==> src/rtl/fwd_pkg.sv <==
package fwd_pkg;
  typedef enum logic [1:0] {
    FWD_RF  = 2'b00,
    FWD_MWB = 2'b01,
    FWD_EXM = 2'b10
  } fwd_sel_e;
endpackage

==> src/rtl/fwd_match.sv <==
// One producer/consumer comparison: a write that is enabled, not to
// register zero, and to the same register number.
module fwd_match #(
  parameter int AW = 5
) (
  input  logic          wr_en,
  input  logic [AW-1:0] dst,
  input  logic [AW-1:0] src,
  output logic          hit
);
  always_comb begin
    hit = wr_en && (dst != '0) && (dst == src);
  end
endmodule

==> src/rtl/fwd_operand_sel.sv <==
// Priority select for one ALU operand: the nearer stage wins.
module fwd_operand_sel
  import fwd_pkg::*;
#(
  parameter int AW = 5
) (
  input  logic          [AW-1:0] src,
  input  logic                   exm_wr_en,
  input  logic          [AW-1:0] exm_dst,
  input  logic                   mwb_wr_en,
  input  logic          [AW-1:0] mwb_dst,
  output fwd_sel_e               sel
);
  logic exm_hit;
  logic mwb_hit;

  fwd_match #(.AW(AW)) u_exm (
    .wr_en(exm_wr_en), .dst(exm_dst), .src(src), .hit(exm_hit)
  );
  fwd_match #(.AW(AW)) u_mwb (
    .wr_en(mwb_wr_en), .dst(mwb_dst), .src(src), .hit(mwb_hit)
  );

  always_comb begin
    if (exm_hit)      sel = FWD_EXM;
    else if (mwb_hit) sel = FWD_MWB;
    else              sel = FWD_RF;
  end
endmodule

==> src/rtl/rf_bypass_sel.sv <==
// Same-cycle write/read bypass flag for one register file read port.
module rf_bypass_sel #(
  parameter int AW = 5
) (
  input  logic [AW-1:0] rd_addr,
  input  logic          wr_en,
  input  logic [AW-1:0] wr_addr,
  output logic          byp
);
  fwd_match #(.AW(AW)) u_cmp (
    .wr_en(wr_en), .dst(wr_addr), .src(rd_addr), .hit(byp)
  );
endmodule

==> src/rtl/operand_forward_unit.sv <==
module operand_forward_unit
  import fwd_pkg::*;
#(
  parameter int REG_AW = 5
) (
  input  logic              clk,
  input  logic              rst,
  input  logic [REG_AW-1:0] ex_src_a,
  input  logic [REG_AW-1:0] ex_src_b,
  input  logic              exm_wr_en,
  input  logic [REG_AW-1:0] exm_dst,
  input  logic              mwb_wr_en,
  input  logic [REG_AW-1:0] mwb_dst,
  input  logic [REG_AW-1:0] rf_rd_addr_a,
  input  logic [REG_AW-1:0] rf_rd_addr_b,
  input  logic              rf_wr_en,
  input  logic [REG_AW-1:0] rf_wr_addr,
  output logic [1:0]        fwd_sel_a,
  output logic [1:0]        fwd_sel_b,
  output logic              rf_byp_a,
  output logic              rf_byp_b
);
  localparam int NUM_OPND = 2;
  localparam int NUM_RDP  = 2;

  logic [REG_AW-1:0] src_v  [NUM_OPND];
  logic [REG_AW-1:0] rda_v  [NUM_RDP];
  fwd_sel_e          sel_d  [NUM_OPND];
  logic [1:0]        sel_q  [NUM_OPND];
  logic              byp_d  [NUM_RDP];
  logic              byp_q  [NUM_RDP];
  logic              valid_q;

  assign src_v[0] = ex_src_a;
  assign src_v[1] = ex_src_b;
  assign rda_v[0] = rf_rd_addr_a;
  assign rda_v[1] = rf_rd_addr_b;

  always_ff @(posedge clk) begin
    valid_q <= !rst;
  end

  for (genvar g = 0; g < NUM_OPND; g++) begin : g_opnd
    fwd_operand_sel #(.AW(REG_AW)) u_sel (
      .src(src_v[g]),
      .exm_wr_en(exm_wr_en), .exm_dst(exm_dst),
      .mwb_wr_en(mwb_wr_en), .mwb_dst(mwb_dst),
      .sel(sel_d[g])
    );

    always_ff @(posedge clk) begin
      if (rst) sel_q[g] <= 2'b00;
      else     sel_q[g] <= sel_d[g];
    end

    // a valid execute/memory match always yields 10
    a_r2_exm_wins: assert property (@(posedge clk) disable iff (rst)
      valid_q && $past(exm_wr_en && (exm_dst != '0) && (exm_dst == src_v[g]))
      |-> sel_q[g] == 2'b10);
    // writeback match without an execute/memory match yields 01
    a_r3_mwb_only: assert property (@(posedge clk) disable iff (rst)
      valid_q && $past(!(exm_wr_en && exm_dst == src_v[g]) && mwb_wr_en
                       && (mwb_dst != '0) && (mwb_dst == src_v[g]))
      |-> sel_q[g] == 2'b01);
    // register zero is never forwarded
    a_r5_zero_never: assert property (@(posedge clk) disable iff (rst)
      sel_q[g] != 2'b00 |-> $past(src_v[g]) != '0);
    // a forward from a stage needs that stage's write enable
    a_r6_exm_needs_wr: assert property (@(posedge clk) disable iff (rst)
      sel_q[g] == 2'b10 |-> $past(exm_wr_en));
    a_r6_mwb_needs_wr: assert property (@(posedge clk) disable iff (rst)
      sel_q[g] == 2'b01 |-> $past(mwb_wr_en));
    // the unused code 11 never appears
    a_r7_legal_code: assert property (@(posedge clk) disable iff (rst)
      sel_q[g] != 2'b11);
  end

  for (genvar p = 0; p < NUM_RDP; p++) begin : g_rdp
    rf_bypass_sel #(.AW(REG_AW)) u_byp (
      .rd_addr(rda_v[p]), .wr_en(rf_wr_en), .wr_addr(rf_wr_addr),
      .byp(byp_d[p])
    );

    always_ff @(posedge clk) begin
      if (rst) byp_q[p] <= 1'b0;
      else     byp_q[p] <= byp_d[p];
    end

    // bypass flag follows the same-cycle write/read match
    a_r8_bypass: assert property (@(posedge clk) disable iff (rst)
      valid_q |-> byp_q[p] == $past(rf_wr_en && (rf_wr_addr != '0)
                                   && (rf_wr_addr == rda_v[p])));
  end

  assign fwd_sel_a = sel_q[0];
  assign fwd_sel_b = sel_q[1];
  assign rf_byp_a  = byp_q[0];
  assign rf_byp_b  = byp_q[1];
endmodule

==> config.mk <==
export PLATFORM = sky130hd
export DESIGN_NAME = operand_forward_unit
export DESIGN_NICKNAME = d
export VERILOG_FILES = /design/src/rtl/fwd_pkg.sv /design/src/rtl/fwd_match.sv /design/src/rtl/fwd_operand_sel.sv /design/src/rtl/rf_bypass_sel.sv /design/src/rtl/operand_forward_unit.sv
export SDC_FILE = /design/constraint.sdc
export NUM_CORES = 1
export LEC_CHECK = 0
export CORE_AREA = 2 2 39 41
export CTS_BUF_LIST = sky130_fd_sc_hd__clkbuf_2
export DETAILED_ROUTE_END_ITERATION = 10
export DIE_AREA = 0 0 41 43
export DONT_BUFFER_PORTS = 1
export GPL_TIMING_DRIVEN = 0
export PLACE_DENSITY_LB_ADDON = 0.3
export SETUP_SLACK_MARGIN = 0.5
export SYNTH_ARGS = -nofsm -noshare
export SYNTH_HDL_FRONTEND = slang
export SYNTH_SLANG_ARGS = --single-unit
==> constraint.sdc <==
create_clock -name clk -period 1.4 [get_ports clk]
set_clock_uncertainty 0.05 [all_clocks]
set_input_delay 0.07 -clock clk [delete_from_list [all_inputs] [get_ports clk]]
set_output_delay 0.07 -clock clk [all_outputs]
set_load 0.01 [all_outputs]
==> results of run 1 <==
## worst max-delay path, stage by stage
cell and delay [ps]:
or4_4 510, nor2_2 110, nor4_1 90, nor2b_1 130
## layer usage
layer  routed length [microns]  GRT usage
met4                         0      0.100
met3                       166     0.0366
met1                       352      0.139
met2                       527      0.222
met5                         0          0
## final timing paths
| kind | to | cells after the start |
|---|---|---|
| setup / recovery | sel_q[1][1] | 4 |
| hold / removal | sel_q[1][1] | 1 |
## cell families after synthesis
kind of cell | Yosys count
compound gates | 2
xor+xnor | 30
flops | 6
simple gates | 22
## flip-flops by register name (all words and copies together), names as in the netlist
name,count
sel_q,4
byp_q,2
## area by class of cell
cell class	count	share of cell area
multi-input combinational	54	0.731
sequential	6	0.208
clock buffer	3	0.0260
tap	16	0.0347
## per-stage QoR
stage | power (mW) | area (sq um) | worst slack [ps]
global placement | 0.268 | 562 | 316
finish | 0.375 | 577 | 545
detailed placement | 0.269 | 562 | 315
global route | 0.399 | 577 | 507
CTS | 0.383 | 577 | 543
floorplan | 0.261 | 542 | 367
## cells in the final DEF (no fill, tap or decap), drive strengths merged
cell / count
nor2b: 4
nand4: 2
xnor2: 16
clkbuf: 3
dfxtp: 6
nor2: 1
o21ai: 2
xor2: 14
or4: 3
nor3: 4
nor4: 4
nand3: 4
## power by group through the flow
| stage | registers [mW] | clock network [mW] | logic (mW) |
|---|---|---|---|
| after floorplan | 0.178 | 0 | 0.0832 |
| after global placement | 0.178 | 0 | 0.0905 |
| after detailed placement | 0.178 | 0 | 0.0917 |
| after CTS | 0.174 | 0.116 | 0.0920 |
| after global routing | 0.174 | 0.121 | 0.103 |
| final | 0.174 | 0.110 | 0.0908 |
==> impl_metrics.ini, run 1 <==
[status]
run_status = complete, but fails checks
violations = hold timing

[clock_tree]
post-cts-setup-buffer-count = 0
clock_slew_at_the_register_clock_pins_of_the_worst_setup_and_hold_paths_ps = 50
cts_tree = yes
root_buffer = clkbuf_2
cts.htree.levels = 1
cts-buffers-inserted = 3
cts.sinks = 6
cts.repair.resized = 0
cts.path.max_buffers = 2

[grt]
groute.usage.overall = 0.137
vias_in_the_first_global_route = 485
global_route_wire_length_before_repair_microns = 1680
gr-total-overflow = 0
pin_count_of_the_biggest_net_entering_global_routing = 5
antenna_found_initial = 0

[pwr]
power.sequential.fraction = 0.465
worst_ir_drop_vdd_mv = 0.155
power.share.clock = 0.293
power.switching_uw = 85.1
power_density_mw_per_mm2 = 650
p_leak_nw = 0.183
internal-power_uw = 290
p_sw_frac = 0.227
power.share.combinational = 0.242

[yosys]
yosysTopAreaCell = xnor2_1
post_synth_instance_area_sq_um = 534
synth_async_sr_flop_share = 0
yosysSeqAreaShare = 0.225
postSynthNetCount = 100
synth_most_common_cell = xnor2_1
syn-mean-instance-area_sq_um = 8.90
synth_cell_types = 12
synth_top_cells_by_area = xnor2_1, xor2_1, dfxtp_1
post_synth_xor_xnor_area = 0.492
synth_top_family_by_area = XOR/XNOR gates
synthesis.instances = 60
yosys.area.top_type_share = 0.262
yosys.area_share.adder = 0
synth_simple_gate_area_frac = 0.265
synth_commonest_cells = xnor2_1, xor2_1, dfxtp_1
synth-seq-cells = 6
synth_compound_area_frac = 0.0187
synth_mux_area_frac = 0
synthFlopType = dfxtp_1
yosysWarnings = 0
number_of_synthesized_flops_with_an_enable_pin = 0

[sta]
final.min_clock_period_ps = 855
slew_headroom = 0.708
totalNegativeSetupSlack_ps = 0
final_hold_viol_count = 2
max_clock_freq_ghz = 1.17
rsz0062_at_grt = false
final.hold.worst_slack_ps = -122
timing.final.max_slew_violations = 0
final_min_period_over_clock_period = 0.611
max_slew.worst_pin.slew_ps = 435
number_of_setup_violations_in_the_final_report = 0

[detailed_routing]
vias = 423
route.detailed.vias_per_inst = 5.35
drt_iter0_drc = 4
postRouteAntennaNets = 0
wl_microns = 1050
avg_wl_per_cell_microns = 13.2
drt-pass1-iter-count = 2
route.detailed.drc = 0

[floorplan]
die-width_microns = 41
top_level_ports = 46
initial_utilization = 0.386
die-area_sq_mm = 0.00176
floorplan.core_area_sq_mm = 0.00138
placementRows = 14
die-height_microns = 43

[critical_path]
data_arrival_at_the_endpoint_of_the_critical_path_ps = 910
worst_setup_path_startpoint = exm_dst[0]
cp_max_fo = 3
timing.critical_path.required_ps = 1450
worstSetupEndpointType = register
critPathKind = primary input to register
critical_path_startpoint_category = primary input

[place]
total_instance_count_after_detailed_placement = 76
io_buffer_count = 0
routabilityCongestion = 0.748
dp.final_hpwl_microns = 988

[cells_and_area]
fillers = 145
area_occupied_by_multi_input_gates_sq_um = 422
utilization_after_layout = 0.417
regArea_sq_um = 120
final-instance-count-excl-fill = 79
layout-area-overhead-vs-synth_pct = 7.96
antenna-diode-count = 0
drive_above_1_share = 0.127
nets = 105

[run]
timing.max_cap.violations = 0

[min_path]
startpoint_of_the_most_critical_hold_path = rst
hold_crit_class = primary input to register
(Power assumes the default switching activity.)
==> inputs of run 2 (changes only) <==
==> constraint.sdc (replaced) <==
create_clock -name clk -period 0.9 [get_ports clk]
set_clock_uncertainty 0.05 [all_clocks]
set_input_delay 0.045 -clock clk [delete_from_list [all_inputs] [get_ports clk]]
set_output_delay 0.045 -clock clk [all_outputs]
set_load 0.01 [all_outputs]
==> run 2 against run 1 <==
The run still ends with hold timing left. Via count up 0.95%. Non-clock buffer count unchanged. Critical endpoint is now sel_q[1][0]. Cell count unchanged. Wire length up 3.9%. Global-route usage down 0.50 points. Combinational power up 71%. Total power up 62%. Sequential share of layout area down 0.34 points.
==> impl_metrics.ini, run 2 (same netlist as run 1, synthesis figures left out) <==
[cells_and_area]
reg_top3 = sel_q x4, byp_q x2
antenna-diode-count = 0
nets = 105
mostFrequentLayoutCells = xnor2_1, xor2_1, dfxtp_2
final-instance-count-excl-fill = 79
finish.instance_area_sq_um = 623
largest_register_ffs = 4
final_common_cell = xnor2_1
regMostFlops = sel_q
layout-area-overhead-vs-synth_pct = 16.6
drive_above_1_share = 0.302

[clock_tree]
cts-buffers-inserted = 3
cts_tree = yes
root_buffer = clkbuf_2
cts.path.max_buffers = 2
cts.htree.levels = 1
clock_slew_at_the_register_clock_pins_of_the_worst_setup_and_hold_paths_ps = 60
cts.sinks = 6

[detailed_routing]
wl_microns = 1090
vias = 427
route.detailed.vias_per_inst = 5.41
avg_wl_per_cell_microns = 13.7
drt-pass1-iter-count = 4
postRouteAntennaNets = 0
route.detailed.drc = 0
drt_iter0_drc = 4

[sta]
slew_headroom = 0.810
number_of_setup_violations_in_the_final_report = 0
final.min_clock_period_ps = 838
final_min_period_over_clock_period = 0.931
timing.final.max_slew_violations = 0
rsz0062_at_grt = true
totalNegativeSetupSlack_ps = 0
max_slew.worst_pin.slew_ps = 282
final.hold.worst_slack_ps = -165
max_clock_freq_ghz = 1.19
final_hold_viol_count = 6

[critical_path]
cp_max_fo = 3
timing.critical_path.required_ps = 990
critPathKind = primary input to register
data_arrival_at_the_endpoint_of_the_critical_path_ps = 930
worstSetupEndpointType = register
critical_path_startpoint_category = primary input

[place]
dp.final_hpwl_microns = 942
total_instance_count_after_detailed_placement = 76
io_buffer_count = 0
placed_cell_area_sq_um = 567
routabilityCongestion = 0.711

[min_path]
startpoint_of_the_most_critical_hold_path = rst
hold_path_stages = 1
hold_crit_class = primary input to register
hold_end = sel_q[1][1]

[grt]
antenna_found_initial = 0
pin_count_of_the_biggest_net_entering_global_routing = 5
global_route_wire_length_before_repair_microns = 1660
groute.layer.met3.usage = 0.0157
groute.usage.overall = 0.132
global_route.usage.met1 = 0.171
global_route.usage.met2 = 0.206
gr-total-overflow = 0
vias_in_the_first_global_route = 451
globalRoute.busiestLayer = met2

[floorplan]
top_level_ports = 46
die-width_microns = 41
die-height_microns = 43
die-area_sq_mm = 0.00176
placementRows = 14
initial_utilization = 0.386
floorplan.core_area_sq_mm = 0.00138

[pwr]
power_density_mw_per_mm2 = 972
worst_ir_drop_vdd_mv = 0.255
post-layout-total-power_uw = 606
p_leak_nw = 0.191

[status]
violations = hold timing
run_status = complete, but fails checks

[run]
timing.max_cap.violations = 0
==> run 2: changes by cell type in the layout (fill, tap and decap cells not counted) <==
cell,delta
dfxtp_1,-6
dfxtp_2,+6
nor4_1,-3
nor4_2,+3
nor2_2,-1
nor2_4,+1
o21ai_1,-1
o21ai_4,+1
or4_1,-1
or4_4,+1
==> run 2: report_power, final <==
part	switching [mW]	internal [mW]
sequential	0.00211	0.269
clock	0.0890	0.0902
combinational	0.0590	0.0963
total	0.150	0.455
==> run 2: worst max path at each step <==
| stage | slack [ps] | endpoint | startpoint | cells after the start |
|---|---|---|---|---|
| floorplan | -110 | sel_q[1][1] | exm_dst[0] | 4 |
| global placement | -160 | sel_q[1][0] | exm_dst[0] | 4 |
| detailed placement | -160 | sel_q[1][0] | exm_dst[0] | 4 |
| CTS | 80 | sel_q[1][0] | exm_dst[0] | 4 |
| global route | 20 | sel_q[1][0] | exm_dst[0] | 4 |
| finish | 60 | sel_q[1][0] | exm_dst[0] | 4 |
==> run 2: layout make-up <==
| class | instances | area [sq um] |
|---|---|---|
| sequential | 6 | 128 |
| fill | 144 | 761 |
| tap | 16 | 20.0 |
| clock buffer | 3 | 15.0 |
| multi-input combinational | 54 | 460 |
==> run 2: stage by stage <==
stage	worst slack (ps)	hold WS, ps	utilization
final	61.8	-165	0.450
after global routing	22.9	-169	0.450
after CTS	84.4	-177	0.431
after detailed placement	-158	69.5	0.410
after global placement	-162	69.6	0.410
after floorplan	-108	66.6	-
==> run 2: what timing repair did <==
action | 4_1_cts | 5_1_grt
gates resized for setup | 5 | 4
pin swaps | 2 | 3
setup buffers | 0 | 0
endpoints found under the setup margin | 12 | 12
endpoints found under the hold margin | 6 | 6
==> run 2: layer usage <==
layer	vias to the layer above	part of all wire
met1	186	0.37
met3	2	0.091
met4	0	0.010
met5	-	0
met2	24	0.52
li1	215	-
==> run 2: critical path: stages <==
cell and delay (ps):
or4_4 530, nor2_4 120, nor4_2 70, nor3_2 160
==> inputs of run 3 (changes only) <==
--- a/config.mk
+++ b/config.mk
@@ -15,4 +15,5 @@
 export SETUP_SLACK_MARGIN = 0.5
 export SYNTH_ARGS = -nofsm -noshare
 export SYNTH_HDL_FRONTEND = slang
+export SYNTH_HIERARCHICAL = 1
 export SYNTH_SLANG_ARGS = --single-unit
==> run 3 against run 2 <==
Sequential cell count unchanged. Total power fell by 0.63%. The flow still finishes with violations (hold timing). First-iteration DRC count fell by 100%. Wire length up 22%. Critical path type unchanged. Critical endpoint is now sel_q[1][1]. Design area grew 24%. Non-clock buffer count rose by 2. Via count increased by 24%. Setup slack improved by 79 ps. Combinational power is essentially flat. Sequential share of layout area down 4.0 points. Synthesized cell count is 27% higher.
==> impl_metrics.ini, run 3 <==
[status]
run_status = complete, but fails checks
violations = hold timing

[cells_and_area]
final-instance-count-excl-fill = 95
antenna-diode-count = 0
nets = 121
finish.instance_area_sq_um = 774
layout-area-overhead-vs-synth_pct = 17.7
reg_top3 = sel_q x4, byp_q x2
largest_register_ffs = 4
fillers = 136
final_common_cell = xor2_1
regMostFlops = sel_q
drive_above_1_share = 0.304

[sta]
timing.final.max_slew_violations = 0
final.min_clock_period_ps = 759
final_hold_viol_count = 6
totalNegativeSetupSlack_ps = 0
final.hold.worst_slack_ps = -164
rsz0062_at_grt = true
slew_headroom = 0.862
postLayoutSetupSlackWorst_ps = 141
max_slew.worst_pin.slew_ps = 205
number_of_setup_violations_in_the_final_report = 0
max_clock_freq_ghz = 1.32
final_min_period_over_clock_period = 0.843

[detailed_routing]
route.detailed.vias_per_inst = 5.58
drt-pass1-iter-count = 1
drt_iter0_drc = 0
route.detailed.drc = 0
avg_wl_per_cell_microns = 14.0
vias = 530
postRouteAntennaNets = 0
wl_microns = 1330

[pwr]
power.sequential.fraction = 0.449
internal-power_uw = 458
power.share.clock = 0.295
power.share.combinational = 0.256
power.switching_uw = 144
p_leak_nw = 0.263
power_density_mw_per_mm2 = 777
worst_ir_drop_vdd_mv = 0.254
post-layout-total-power_uw = 602
p_sw_frac = 0.239

[clock_tree]
cts_tree = yes
cts.htree.levels = 1
cts.path.max_buffers = 2
root_buffer = clkbuf_2
post-cts-setup-buffer-count = 0
cts.sinks = 6
clock_slew_at_the_register_clock_pins_of_the_worst_setup_and_hold_paths_ps = 50
cts-buffers-inserted = 3

[yosys]
synth_async_sr_flop_share = 0
synth_most_common_cell = xor2_1
synth_top_cells_by_area = xor2_1, dfxtp_1, nor4_2
synth_compound_area_frac = 0.0456
synthesis.instances = 76
synth_cell_types = 12
yosys.area.top_type_share = 0.240
synth_simple_gate_area_frac = 0.430
yosysWarnings = 6
number_of_synthesized_flops_with_an_enable_pin = 0
synthFlopType = dfxtp_1
synth_mux_area_frac = 0
yosysSeqAreaShare = 0.183
synth_top_family_by_area = simple AND/OR/NAND/NOR gates
postSynthNetCount = 116
post_synth_instance_area_sq_um = 658
yosysTopAreaCell = xor2_1
synth-seq-cells = 6
syn-mean-instance-area_sq_um = 8.66
post_synth_xor_xnor_area = 0.319
yosys.area_share.adder = 0

[run]
timing.max_cap.violations = 0

[critical_path]
critPathSlowestCell = and4_4
cp_cell_sequence = xor2_1 > nor3_1 > and4_4 > buf_6 > nor2b_1
timing.critical_path.buf_inv = 1
cp_max_fo = 2
worst_setup_path_startpoint = ex_src_b[1]
data_arrival_at_the_endpoint_of_the_critical_path_ps = 860
timing.critical_path.required_ps = 1000
crit_path_max_incr_delay_ps = 280
kind_of_cell_adding_the_most_delay_to_the_critical_path = simple AND/OR/NAND/NOR gates
critPathKind = primary input to register
critical_path_startpoint_category = primary input
worstSetupEndpointType = register

[grt]
vias_in_the_first_global_route = 537
global_route_wire_length_before_repair_microns = 2010
groute.usage.overall = 0.163
antenna_found_initial = 0
pin_count_of_the_biggest_net_entering_global_routing = 7
gr-total-overflow = 0

[floorplan]
initial_utilization = 0.476
die-height_microns = 43
die-area_sq_mm = 0.00176
floorplan.core_area_sq_mm = 0.00138
die-width_microns = 41
placementRows = 14
top_level_ports = 46

[place]
routabilityCongestion = 0.732
io_buffer_count = 0
total_instance_count_after_detailed_placement = 92
place_worst_setup_slack_ps = -127
placed_cell_area_sq_um = 718
dp.final_hpwl_microns = 1120

[min_path]
startpoint_of_the_most_critical_hold_path = rst
hold_crit_class = primary input to register
## run 3: changes by cell type after synthesis, moves of 6 or more
cell     previous run  this run
xnor2_1            16         6
and4_1              0         6
nor4_2              0         6
nand2_1             0         6
or2_0               0         6
## run 3: layer usage
metal,vias to the layer above,GRT usage,share of wire
li1,267,-,-
met1,243,0.196,0.34
met2,20,0.253,0.58
met3,0,0.0262,0.073
met4,0,0.100,0
met5,-,0,0
## run 3: cell type report
cell class | instances | area, sq um | share of cell area
Buffer | 2 | 22.5 | 0.0291
Clock buffer | 3 | 15.0 | 0.0194
Multi-Input combinational cell | 68 | 589 | 0.761
Sequential cell | 6 | 128 | 0.165
Tap cell | 16 | 20.0 | 0.0258
## run 3: power groups by stage
stage	logic, mW	registers (mW)	clock network, mW
final	0.154	0.270	0.177
after global placement	0.137	0.276	0
after CTS	0.144	0.270	0.187
after global routing	0.171	0.271	0.184
after detailed placement	0.140	0.276	0
after floorplan	0.126	0.276	0
## run 3: metrics by stage
step | hold WS, ps | util
3_3_place_gp | 61.2 | 0.519
4_1_cts | -178 | 0.539
6_report | -164 | 0.560
3_5_place_dp | 62.2 | 0.519
5_1_grt | -170 | 0.560
2_1_floorplan | 59.2 | -
## run 3: cells by family (layout without fill, tap and decap cells)
family,count (synthesis),in the layout
DFF,6,6
and+or+nand+nor,38,38
AOI/OAI and AO/OA,6,6
buffers and inverters,2,5
xor gates and xnor gates,24,24
## run 3: timing repair
item | 4_1_cts | 5_1_grt
gates cloned | 0 | 0
resized for setup | 4 | 8
pin swaps | 7 | 11
setup endpoints to repair | 12 | 12
endpoints found under the hold margin | 6 | 6
## run 3: worst paths after layout
check                          to  cells past startpoint  slack, ps
worst max-delay path  sel_q[1][1]                      5        140
worst min-delay path  sel_q[1][0]                      1       -160
